**config.mk**
```make
export PLATFORM = sky130hd
export DESIGN_NAME = frame_sync_det
export DESIGN_NICKNAME = d
export VERILOG_FILES = /design/src/rtl/fsd_pkg.sv /design/src/rtl/fsd_pre_counter.sv /design/src/rtl/fsd_sof_match.sv /design/src/rtl/fsd_window_timer.sv /design/src/rtl/frame_sync_det.sv
export SDC_FILE = /design/constraint.sdc
export NUM_CORES = 1
export LEC_CHECK = 0
export ABC_AREA = 1
export BUFFER_PORTS_ARGS = -buffer_cell sky130_fd_sc_hd__buf_2
export CAP_MARGIN = 20
export CORE_ASPECT_RATIO = 0.5
export CORE_UTILIZATION = 31
export CTS_BUF_LIST = sky130_fd_sc_hd__clkbuf_8
export DETAILED_ROUTE_END_ITERATION = 7
export SETUP_SLACK_MARGIN = 0.5
export SLEW_MARGIN = 20
export SYNTH_ARGS = -nofsm -noshare
export SYNTH_HDL_FRONTEND = slang
export SYNTH_SLANG_ARGS = --single-unit
```
**constraint.sdc**
```tcl
create_clock -name clk -period 2.5 [get_ports clk]
set_input_delay 0.375 -clock clk [delete_from_list [all_inputs] [get_ports clk]]
set_output_delay 0.375 -clock clk [all_outputs]
set_load 0.02 [all_outputs]
```
**src/rtl/fsd_pkg.sv**
```systemverilog
package fsd_pkg;

  typedef enum logic [1:0] {
    ST_HUNT   = 2'd0,
    ST_SEARCH = 2'd1,
    ST_DONE   = 2'd2
  } fsd_state_e;

  typedef struct packed {
    logic fm;
    logic manch;
  } fsd_mode_t;

  function automatic logic mode_needs_sof(fsd_mode_t m);
    return !(m.fm && !m.manch);
  endfunction

endpackage

```
**src/rtl/fsd_pre_counter.sv**
```systemverilog
module fsd_pre_counter
  import fsd_pkg::*;
#(
  parameter int PRE_MIN = 8
) (
  input  logic      clk,
  input  logic      rst_n,
  input  logic      clear,
  input  logic      step,
  input  logic      bit_in,
  input  fsd_mode_t mode,
  output logic      hit
);
  localparam int CW = $clog2(PRE_MIN + 1);
  localparam logic [CW-1:0] MIN_C = CW'(PRE_MIN);
  localparam logic [CW-1:0] ONE_C = CW'(1);

  logic [CW-1:0] cnt_q, cnt_d, inc;
  logic          prev_q;

  always_comb begin
    inc = (cnt_q == MIN_C) ? MIN_C : cnt_q + ONE_C;
    if (cnt_q == '0) begin
      cnt_d = (!mode.fm && !bit_in) ? '0 : ONE_C;
    end else if (!mode.fm) begin
      cnt_d = bit_in ? inc : '0;
    end else if (mode.manch) begin
      cnt_d = (bit_in == prev_q) ? inc : ONE_C;
    end else begin
      cnt_d = (bit_in != prev_q) ? inc : ONE_C;
    end
  end

  assign hit = step && (cnt_d == MIN_C);

  always_ff @(posedge clk or negedge rst_n) begin
    if (!rst_n) begin
      cnt_q  <= '0;
      prev_q <= 1'b0;
    end else if (clear) begin
      cnt_q  <= '0;
      prev_q <= 1'b0;
    end else if (step) begin
      cnt_q  <= cnt_d;
      prev_q <= bit_in;
    end
  end


  run_bound_chk: assert property (@(posedge clk) disable iff (!rst_n)
    cnt_q <= MIN_C);


  run_clear_chk: assert property (@(posedge clk) disable iff (!rst_n)
    clear |=> (cnt_q == '0));

endmodule

```
**src/rtl/fsd_sof_match.sv**
```systemverilog
module fsd_sof_match
  import fsd_pkg::*;
#(
  parameter int          SOF_W       = 8,
  parameter logic [7:0]  SOF_AM_NRZ  = 8'h55,
  parameter logic [7:0]  SOF_AM_MAN  = 8'h0A,
  parameter logic [7:0]  SOF_FM_MAN0 = 8'h55,
  parameter logic [7:0]  SOF_FM_MAN1 = 8'hAA
) (
  input  logic      clk,
  input  logic      rst_n,
  input  logic      clear,
  input  logic      shift,
  input  logic      bit_in,
  input  fsd_mode_t mode,
  output logic      hit
);
  logic [SOF_W-1:0] sh_q;
  logic [SOF_W-1:0] win;
  logic             any_match;

  assign win = {sh_q[SOF_W-2:0], bit_in};

  always_comb begin
    unique case ({mode.fm, mode.manch})
      2'b00:   any_match = (win == SOF_AM_NRZ[SOF_W-1:0]);
      2'b01:   any_match = (win == SOF_AM_MAN[SOF_W-1:0]);
      2'b11:   any_match = (win == SOF_FM_MAN0[SOF_W-1:0]) ||
                           (win == SOF_FM_MAN1[SOF_W-1:0]);
      default: any_match = 1'b0;
    endcase
  end

  assign hit = shift && any_match;

  always_ff @(posedge clk or negedge rst_n) begin
    if (!rst_n)      sh_q <= '0;
    else if (clear)  sh_q <= '0;
    else if (shift)  sh_q <= win;
  end


  shift_hold_chk: assert property (@(posedge clk) disable iff (!rst_n)
    (!shift && !clear) |=> $stable(sh_q));

endmodule

```
**src/rtl/fsd_window_timer.sv**
```systemverilog
module fsd_window_timer #(
  parameter int SOF_WINDOW = 32
) (
  input  logic clk,
  input  logic rst_n,
  input  logic clear,
  input  logic step,
  output logic expire
);
  localparam int WW = $clog2(SOF_WINDOW + 1);
  localparam logic [WW-1:0] LAST_C = WW'(SOF_WINDOW - 1);

  logic [WW-1:0] cnt_q;

  assign expire = step && (cnt_q == LAST_C);

  always_ff @(posedge clk or negedge rst_n) begin
    if (!rst_n)      cnt_q <= '0;
    else if (clear)  cnt_q <= '0;
    else if (step)   cnt_q <= expire ? '0 : cnt_q + WW'(1);
  end


  win_bound_chk: assert property (@(posedge clk) disable iff (!rst_n)
    cnt_q <= LAST_C);

endmodule

```
**src/rtl/frame_sync_det.sv**
```systemverilog
module frame_sync_det
  import fsd_pkg::*;
#(
  parameter int PRE_MIN    = 8,
  parameter int SOF_WINDOW = 32
) (
  input  logic clk,
  input  logic rst_n,
  input  logic mod_fm,
  input  logic code_manch,
  input  logic rearm,
  input  logic bit_valid,
  input  logic bit_data,
  output logic bit_ready,
  output logic preamble_ok,
  output logic frame_start,
  output logic sof_timeout
);
  fsd_state_e state_q;
  fsd_mode_t  mode;
  logic       accept, hunt_step, search_step;
  logic       pre_hit, sof_hit, win_expire;
  logic       fs_q, to_q;

  assign mode        = '{fm: mod_fm, manch: code_manch};
  assign bit_ready   = (state_q != ST_DONE);
  assign accept      = bit_valid && bit_ready && !rearm;
  assign hunt_step   = accept && (state_q == ST_HUNT);
  assign search_step = accept && (state_q == ST_SEARCH);

  fsd_pre_counter #(.PRE_MIN(PRE_MIN)) u_pre (
    .clk    (clk),
    .rst_n  (rst_n),
    .clear  (rearm || (state_q != ST_HUNT)),
    .step   (hunt_step),
    .bit_in (bit_data),
    .mode   (mode),
    .hit    (pre_hit)
  );

  fsd_sof_match u_sof (
    .clk    (clk),
    .rst_n  (rst_n),
    .clear  (rearm),
    .shift  (accept),
    .bit_in (bit_data),
    .mode   (mode),
    .hit    (sof_hit)
  );

  fsd_window_timer #(.SOF_WINDOW(SOF_WINDOW)) u_win (
    .clk    (clk),
    .rst_n  (rst_n),
    .clear  (rearm || (state_q != ST_SEARCH)),
    .step   (search_step),
    .expire (win_expire)
  );

  always_ff @(posedge clk or negedge rst_n) begin
    if (!rst_n) begin
      state_q <= ST_HUNT;
      fs_q    <= 1'b0;
      to_q    <= 1'b0;
    end else if (rearm) begin
      state_q <= ST_HUNT;
      fs_q    <= 1'b0;
      to_q    <= 1'b0;
    end else begin
      fs_q <= 1'b0;
      unique case (state_q)
        ST_HUNT: if (pre_hit) begin
          if (mode_needs_sof(mode)) begin
            state_q <= ST_SEARCH;
          end else begin
            state_q <= ST_DONE;
            fs_q    <= 1'b1;
          end
        end
        ST_SEARCH: if (search_step && sof_hit) begin
          state_q <= ST_DONE;
          fs_q    <= 1'b1;
        end else if (win_expire) begin
          state_q <= ST_HUNT;
          to_q    <= 1'b1;
        end
        default: state_q <= ST_DONE;
      endcase
    end
  end

  assign preamble_ok = (state_q == ST_SEARCH);
  assign frame_start = fs_q;
  assign sof_timeout = to_q;


  fs_single_chk: assert property (@(posedge clk) disable iff (!rst_n)
    frame_start |=> !frame_start);


  fs_after_strobe_chk: assert property (@(posedge clk) disable iff (!rst_n)
    frame_start |-> $past(bit_valid && bit_ready));


  fs_backpressure_chk: assert property (@(posedge clk) disable iff (!rst_n)
    frame_start |-> !bit_ready);


  timeout_drop_chk: assert property (@(posedge clk) disable iff (!rst_n)
    $rose(sof_timeout) |-> (!preamble_ok && $past(preamble_ok)));


  rearm_restore_chk: assert property (@(posedge clk) disable iff (!rst_n)
    rearm |=> (bit_ready && !sof_timeout && !frame_start));


  pok_excl_chk: assert property (@(posedge clk) disable iff (!rst_n)
    !(preamble_ok && frame_start));

endmodule

```
==> qor.yml, run 1 <==
ys_types: 27
setup_viol: 0
drtPass1Iterations: 4
drc: 0
period_needed_ns: 1.59
crit_buf_inv: 2
path_class: "flip-flop to output pin"
drv_cap: 0
cts_tree: "yes"
syn_area_sq_um: 1250
wl_per_cell_um: 11.6
min_period_over_period_pct: 63.6
syn_area_per_cell_sq_um: 7.91
die_area_sq_um: 4310
status: "finished clean"
peakVddDrop_uv: 184
hold_buffers: 0
worst_pin_slew_ns: 0.509
clk_path_buf_depth: 2
hpwlAfterDp_um: 2030
gr-total-overflow: 0
grtUsageMet1_pct: 17.8
fp.dieW_um: 91.8
clockRootBuffer: "clkbuf_8"
worstPathMaxFanout: 4
hold_class: "primary input to asynchronous set/reset pin"
clock-sinks: 22
synth.ff_latch_count: 22
grt_pass1_wl_um: 4490
gp_congestion: 0.798
coreArea_sq_um: 3640
synth-seq-area-share_pct: 44.0
cts_max_level: 1
slew_viol_final: 0
max_freq_ghz: 0.629
portBuffers: 10
grt_pass1_vias: 986
worst_clock_skew_ns: 0.00400
die_h_um: 46.9
rsz0062_at_grt: "false"
setup_tns_ns: 0
worstPathCellList: "inv_1, or2_2, buf_2"
total_power_mw: 0.794
cp_slowest_stage_delay_ns: 0.42
wl_um: 2580
arrival_ns: 1.22
grtUsageTotal_pct: 13.9
postCtsSetupBuffers: 0
p_leak_nw: 0.659
drive_gt1_share_pct: 18.0
syn2layout_area_growth_pct: 13.5
viasPerCell: 4.79
end_kind: "output pin"
setup.worst_path.start_class: "flip-flop"
numCtsBuffers: 3
slew_headroom_pct: 66.1
yosysWarnings: 0
top_usage_layer: "met2"
synth_fp_nets: 168
num_antenna_cells: 0
vias: 1068
fin_nets: 183
initialDrtViolationCount: 40
fp-row-count: 15
io_pins: 11
grtUsageMet2_pct: 23.8
path_clk_slew_ns: 0.08
cp_data_required_time_ns: 2.12
initial_core_util_pct: 34.3
critPathSlowestCell: "dfrtp_1"
antenna_found_initial: 0
hold_viol: 0
synth_cells: 158
grt_use_met3_pct: 3.88
ant_nets: 0
cts-resized-gates: 0
power_density_nw_per_um2: 559
insertion_delay_ns: 0.27
critPathTopFamily: "flip-flops"
grt_max_degree: 23
[worst paths after layout]
kind / startpoint / end / slack (ns) / cells after the start
max: state_q[1] / bit_ready / 0.91 / 3
min: rst_n / u_win.cnt_q[2] / 0.07 / 1
max reg2reg: state_q[1] / frame_start / 0.95 / 9
min reg2reg: sof_timeout / sof_timeout / 0.52 / 2
max in group asynchronous: rst_n / u_pre.cnt_q[3] / 2.09 / 1
min in group clk: rearm / sof_timeout / 0.30 / 2
[cell type report]
cell class                 count  area [sq um]
clock buffer                   4          55.1
tap                           51          63.8
multi-input combinational    108           592
timing repair buffer          10          50.0
fill                         382          2220
inverter                      28           108
sequential                    22           551
[layout by cell type (no fill, tap or decap)]
cell type  instances
nand2_1           34
a21oi_1            6
nand3_1           13
nand2_2            2
inv_4              1
nor3_1             1
buf_2             10
o21ai_2            1
a22o_2             1
nand3b_1           1
o31ai_1            2
inv_1             24
a31oi_1            1
nor2_2             2
o21ai_1            2
nor2_1            10
inv_2              3
nand3_2            2
nor2_4             3
or2_2              1
dfrtp_1           22
nand4_1            2
o21a_1             1
o21ai_0            9
ha_1               3
clkbuf_8           4
nor3_4             1
xnor2_1            1
o22ai_1            9
[cell families (layout without fill, tap and decap cells)]
family,count (synthesis),count (layout),share of synthesized area (%)
buffers and inverters,28,42,8.61
adder cells (fa/ha/maj),3,3,3.00
XOR/XNOR,1,1,0.701
flip-flops,22,22,44.0
AO/OA/AOI/OAI,32,32,15.1
AND/OR/NAND/NOR,72,72,28.5
[power by group]
| group | total [mW] | switching (mW) | internal [mW] |
|---|---|---|---|
| logic | 0.149 | 0.103 | 0.0465 |
| registers | 0.385 | 0.0158 | 0.369 |
| clock network | 0.260 | 0.119 | 0.141 |
[stage by stage]
| stage | setup slack, ns | util, % | instance area, sq um | cells | hold slack, ns |
|---|---|---|---|---|---|
| 6_report | 0.909 | 39.0 | 1420 | 223 | 0.0685 |
| 5_1_grt | 0.738 | 39.0 | 1420 | 223 | 0.105 |
| 4_1_cts | 0.892 | 39.0 | 1420 | 223 | 0.0811 |
| 3_5_place_dp | 0.928 | 37.5 | 1360 | 219 | 0.379 |
| 3_3_place_gp | 0.866 | 37.5 | 1360 | 219 | 0.376 |
| 2_1_floorplan | 1.13 | - | 1250 | 158 | 0.0794 |
[metal layers]
layer / share of wire (%) / vias up
met4: 1.1 / 0
met1: 53 / 493
met5: 0 / -
met3: 3.8 / 5
li1: - / 550
met2: 42 / 20
[Yosys cell counts]
| cell | number | area share, % |
|---|---|---|
| inv_2 | 3 | 0.90 |
| nor3_4 | 1 | 1.3 |
| nand3_2 | 2 | 1.6 |
| inv_4 | 1 | 0.50 |
| nor2_4 | 3 | 2.7 |
| o21a_1 | 1 | 0.60 |
| o21ai_2 | 1 | 0.70 |
| ha_1 | 3 | 3.0 |
| nand2_1 | 34 | 10 |
| o21ai_0 | 9 | 3.6 |
| o21ai_1 | 2 | 0.80 |
| nor2_2 | 2 | 1.0 |
| a21oi_1 | 6 | 2.4 |
| o31ai_1 | 2 | 1.2 |
| nand3b_1 | 1 | 0.60 |
| xnor2_1 | 1 | 0.70 |
| a22o_2 | 1 | 0.80 |
| a31oi_1 | 1 | 0.50 |
| o22ai_1 | 9 | 4.5 |
| nor2_1 | 10 | 3.0 |
| nand3_1 | 13 | 5.2 |
| nand4_1 | 2 | 1.0 |
| or2_2 | 1 | 0.50 |
| inv_1 | 24 | 7.2 |
| nor3_1 | 1 | 0.40 |
| nand2_2 | 2 | 1.0 |
| dfrtp_1 | 22 | 44 |
[state kept, by name (all words and copies together) (netlist names)]
signal / flops
u_sof.sh_q: 7
u_win.cnt_q: 6
u_pre.cnt_q: 4
state_q: 2
frame_start: 1
sof_timeout: 1
u_pre.prev_q: 1
Power figures use the tool's default switching activity.
==> run 2: changes to the inputs <==
ABC_AREA = 0   (was 1)
clock period = 1.7 ns   (was 2.5 ns; I/O delays follow)
==> qor.yml, run 2 <==
path_clk_slew_ns: 0.08  # about the same
arrival_ns: 1.83  # +0.61 ns
gp_congestion: 0.811  # +1.6%
critPathLaunch: "u_sof.sh_q[3]"
slew_headroom_pct: 65.8  # -0.33 points
worst_clock_skew_ns: 0.00224  # -0.00176 ns
drive_gt1_share_pct: 50.0  # +32 points
grt_pass1_wl_um: 4980  # +11%
die_h_um: 47.4  # +1.1%
syn_area_sq_um: 1280  # +2.4%
synth_top_area_share_pct: 43.0  # -1.0 points
viasPerCell: 4.96  # +3.5%
rsz0062_at_grt: "true"
critPathSlowestCell: "or4bb_1"
r2r_start: "u_sof.sh_q[3]"
async_reset_ff_share_pct: 100  # unchanged
numCtsBuffers: 3  # unchanged
violations: "DRC"
cts_tree: "yes"
syn2layout_area_growth_pct: 49.6
drv_cap: 0  # unchanged
initial_core_util_pct: 32.6  # -1.7 points
power_density_nw_per_um2: 636  # +14%
peakVddDrop_uv: 312  # +69%
portBuffers: 10  # unchanged
setup.worst_path.start_class: "flip-flop"
slew_viol_final: 0  # unchanged
synthAdderAreaFrac_pct: 2.93  # -0.070 points
max_flop_register: "u_sof.sh_q"
hold_class: "primary input to flip-flop"
insertion_delay_ns: 0.27  # about the same
worstPathCellList: "or4bb_1, o32ai_2, o2111ai_2, a32o_1"
synth-seq-area-share_pct: 43.0  # -1.0 points
layout_commonest_cell: "dfrtp_1"
crit_buf_inv: 0  # -2
synth-xor-area-share_pct: 5.18  # +4.5 points
p_leak_nw: 0.785  # +19%
fp.dieW_um: 92.9  # +1.2%
hpwlAfterDp_um: 2090  # +3.2%
clockRootBuffer: "clkbuf_8"
drtPass1Iterations: 6  # +2
io_pins: 11  # unchanged
initialDrtViolationCount: 33  # -18%
die_area_sq_um: 4410  # +2.3%
total_power_mw: 1.22  # +53%
hold_path_startpoint: "bit_valid"
setup_viol: 0  # unchanged
post-synth-top-count-cell: "nand2_1"
synthTopCellsByArea: "dfrtp_1, nand2_1, a21oi_1"
clock-sinks: 22  # unchanged
grt_pass1_vias: 1081  # +9.6%
critPathTopFamily: "compound AO/OA/AOI/OAI gates"
hold_viol: 0  # unchanged
fin_nets: 185  # +1.1%
largest_reg_flops: 7  # unchanged
path_class: "flip-flop to flip-flop"
cp_slowest_stage_delay_ns: 0.52  # +0.10 ns
synth_cells: 139  # -12%
ys_types: 41  # +52%
wl_per_cell_um: 13.6  # +18%
synth.ff_latch_count: 22  # unchanged
max_freq_ghz: 0.597
syn_area_per_cell_sq_um: 9.21  # +16%
drc: 1  # +1
yosys.area.top_type: "dfrtp_1"
ant_nets: 0  # unchanged
synth_simple_gate_area_share_pct: 25.4  # -3.1 points
end_kind: "flip-flop"
coreArea_sq_um: 3920  # +7.8%
synth_ff_type: "dfrtp_1"
num_antenna_cells: 0  # unchanged
min_period_over_period_pct: 98.5
wl_um: 3110  # +20%
cp_data_required_time_ns: 1.86  # -0.26 ns
status: "complete, but fails checks"
synth-edff-count: 0  # unchanged
yosysWarnings: 0  # unchanged
clk_path_buf_depth: 2  # unchanged
grt_max_degree: 23  # unchanged
period_needed_ns: 1.68
synth_fp_nets: 149  # -11%
worst_pin_slew_ns: 0.514  # +0.00500 ns
fp-row-count: 16  # +1
vias: 1130  # +5.8%
top_regs: "u_sof.sh_q x7, u_win.cnt_q x6, u_pre.cnt_q x4"
synth_top_family_by_area: "simple AND/OR/NAND/NOR gates"
cts_max_level: 1  # unchanged
antenna_found_initial: 0  # unchanged
synth_common_cells: "nand2_1, dfrtp_1, a21oi_1, nor2_1"
hold_slack_ns: 0.256  # +0.188 ns
layout_common_cells: "dfrtp_1, buf_4, nand2_1, nor2_1, buf_6"
grtUsageTotal_pct: 15.0  # +1.1 points
yosys-mux-area-fraction_pct: 1.66  # +1.7 points
gr-total-overflow: 0  # unchanged
synth-compound-area-share_pct: 16.8  # +1.7 points
worstPathMaxFanout: 3  # -1
[run 2: cell count changes in the layout (fill, tap and decap cells not counted), moves of 7 or more]
cell / before / now
buf_4: 0 / 20
o21ai_0: 9 / 0
a21oi_2: 0 / 7
o22ai_1: 9 / 0
nand2_1: 34 / 15
buf_6: 0 / 9
nand3_1: 13 / 3
inv_1: 24 / 3
[run 2: area by class of cell]
cell class                 instances  area (sq um)
timing repair buffer              38           302
clock buffer                       3          41.3
sequential                        22           551
multi-input combinational        105           905
tap                               54          67.6
clock inverter                     1          30.0
inverter                           5          18.8
fill                             378          2010
[run 2: through the flow]
step | std cells | instance area (sq um) | util [%] | setup slack [ns] | TNS (ns)
after floorplan | 139 | 1340 | - | 0.0574 | 0
after global routing | 228 | 1910 | 48.8 | -0.0289 | -0.0358
after global placement | 210 | 1510 | 38.4 | 0.0293 | 0
final | 228 | 1910 | 48.8 | 0.0247 | 0
after detailed placement | 210 | 1510 | 38.4 | -0.0151 | -0.0151
after CTS | 225 | 1790 | 45.6 | 0.0294 | 0
[run 2: worst paths after layout]
kind                                  endpoint  slack (ns)  depth (start not counted)
worst max register to register     sof_timeout        0.02                          4
max in group asynchronous        u_sof.sh_q[6]        0.86                          2
worst max-delay path               sof_timeout        0.02                          4
worst min-delay path            u_pre.cnt_q[3]        0.26                          2
min in group asynchronous       u_pre.cnt_q[0]        0.49                          2
worst min register to register     sof_timeout        0.51                          1
[run 2: what timing repair did]
item	4_1_cts	5_1_grt
pin swaps	7	13
hold endpoints to repair	22	0
setup buffers	9	3
gates resized for setup	31	25
endpoints found under the setup margin	22	24
hold buffers	1	0
gates cloned	1	0
[run 2: metal layers]
layer,up-vias,wire [um],GRT usage (%)
met2,16,1520,27.4
met3,0,79,3.81
met1,550,1510,19.5
li1,564,-,-
met4,0,0,1.23
met5,-,0,0
[run 2: worst reg2reg max path, cell delays in order, from the launching register on]
cell and delay [ns]:
dfrtp_1 0.38, or4bb_1 0.52, o32ai_2 0.24, o2111ai_2 0.18
a32o_1 0.26
[run 2: where the power goes]
part           total (mW)  leakage, nW  switching, mW  internal (mW)
logic               0.188        0.444          0.102         0.0867
registers           0.533        0.305        0.00415          0.528
clock network       0.496       0.0357          0.182          0.315
[run 2: kinds of logic after synthesis]
logic type | Yosys count
AND/OR/NAND/NOR | 63
AO/OA/AOI/OAI | 31
flip-flops | 22
buffers and inverters | 12
XOR/XNOR | 6
adder cells (fa/ha/maj) | 3
multiplexers | 2
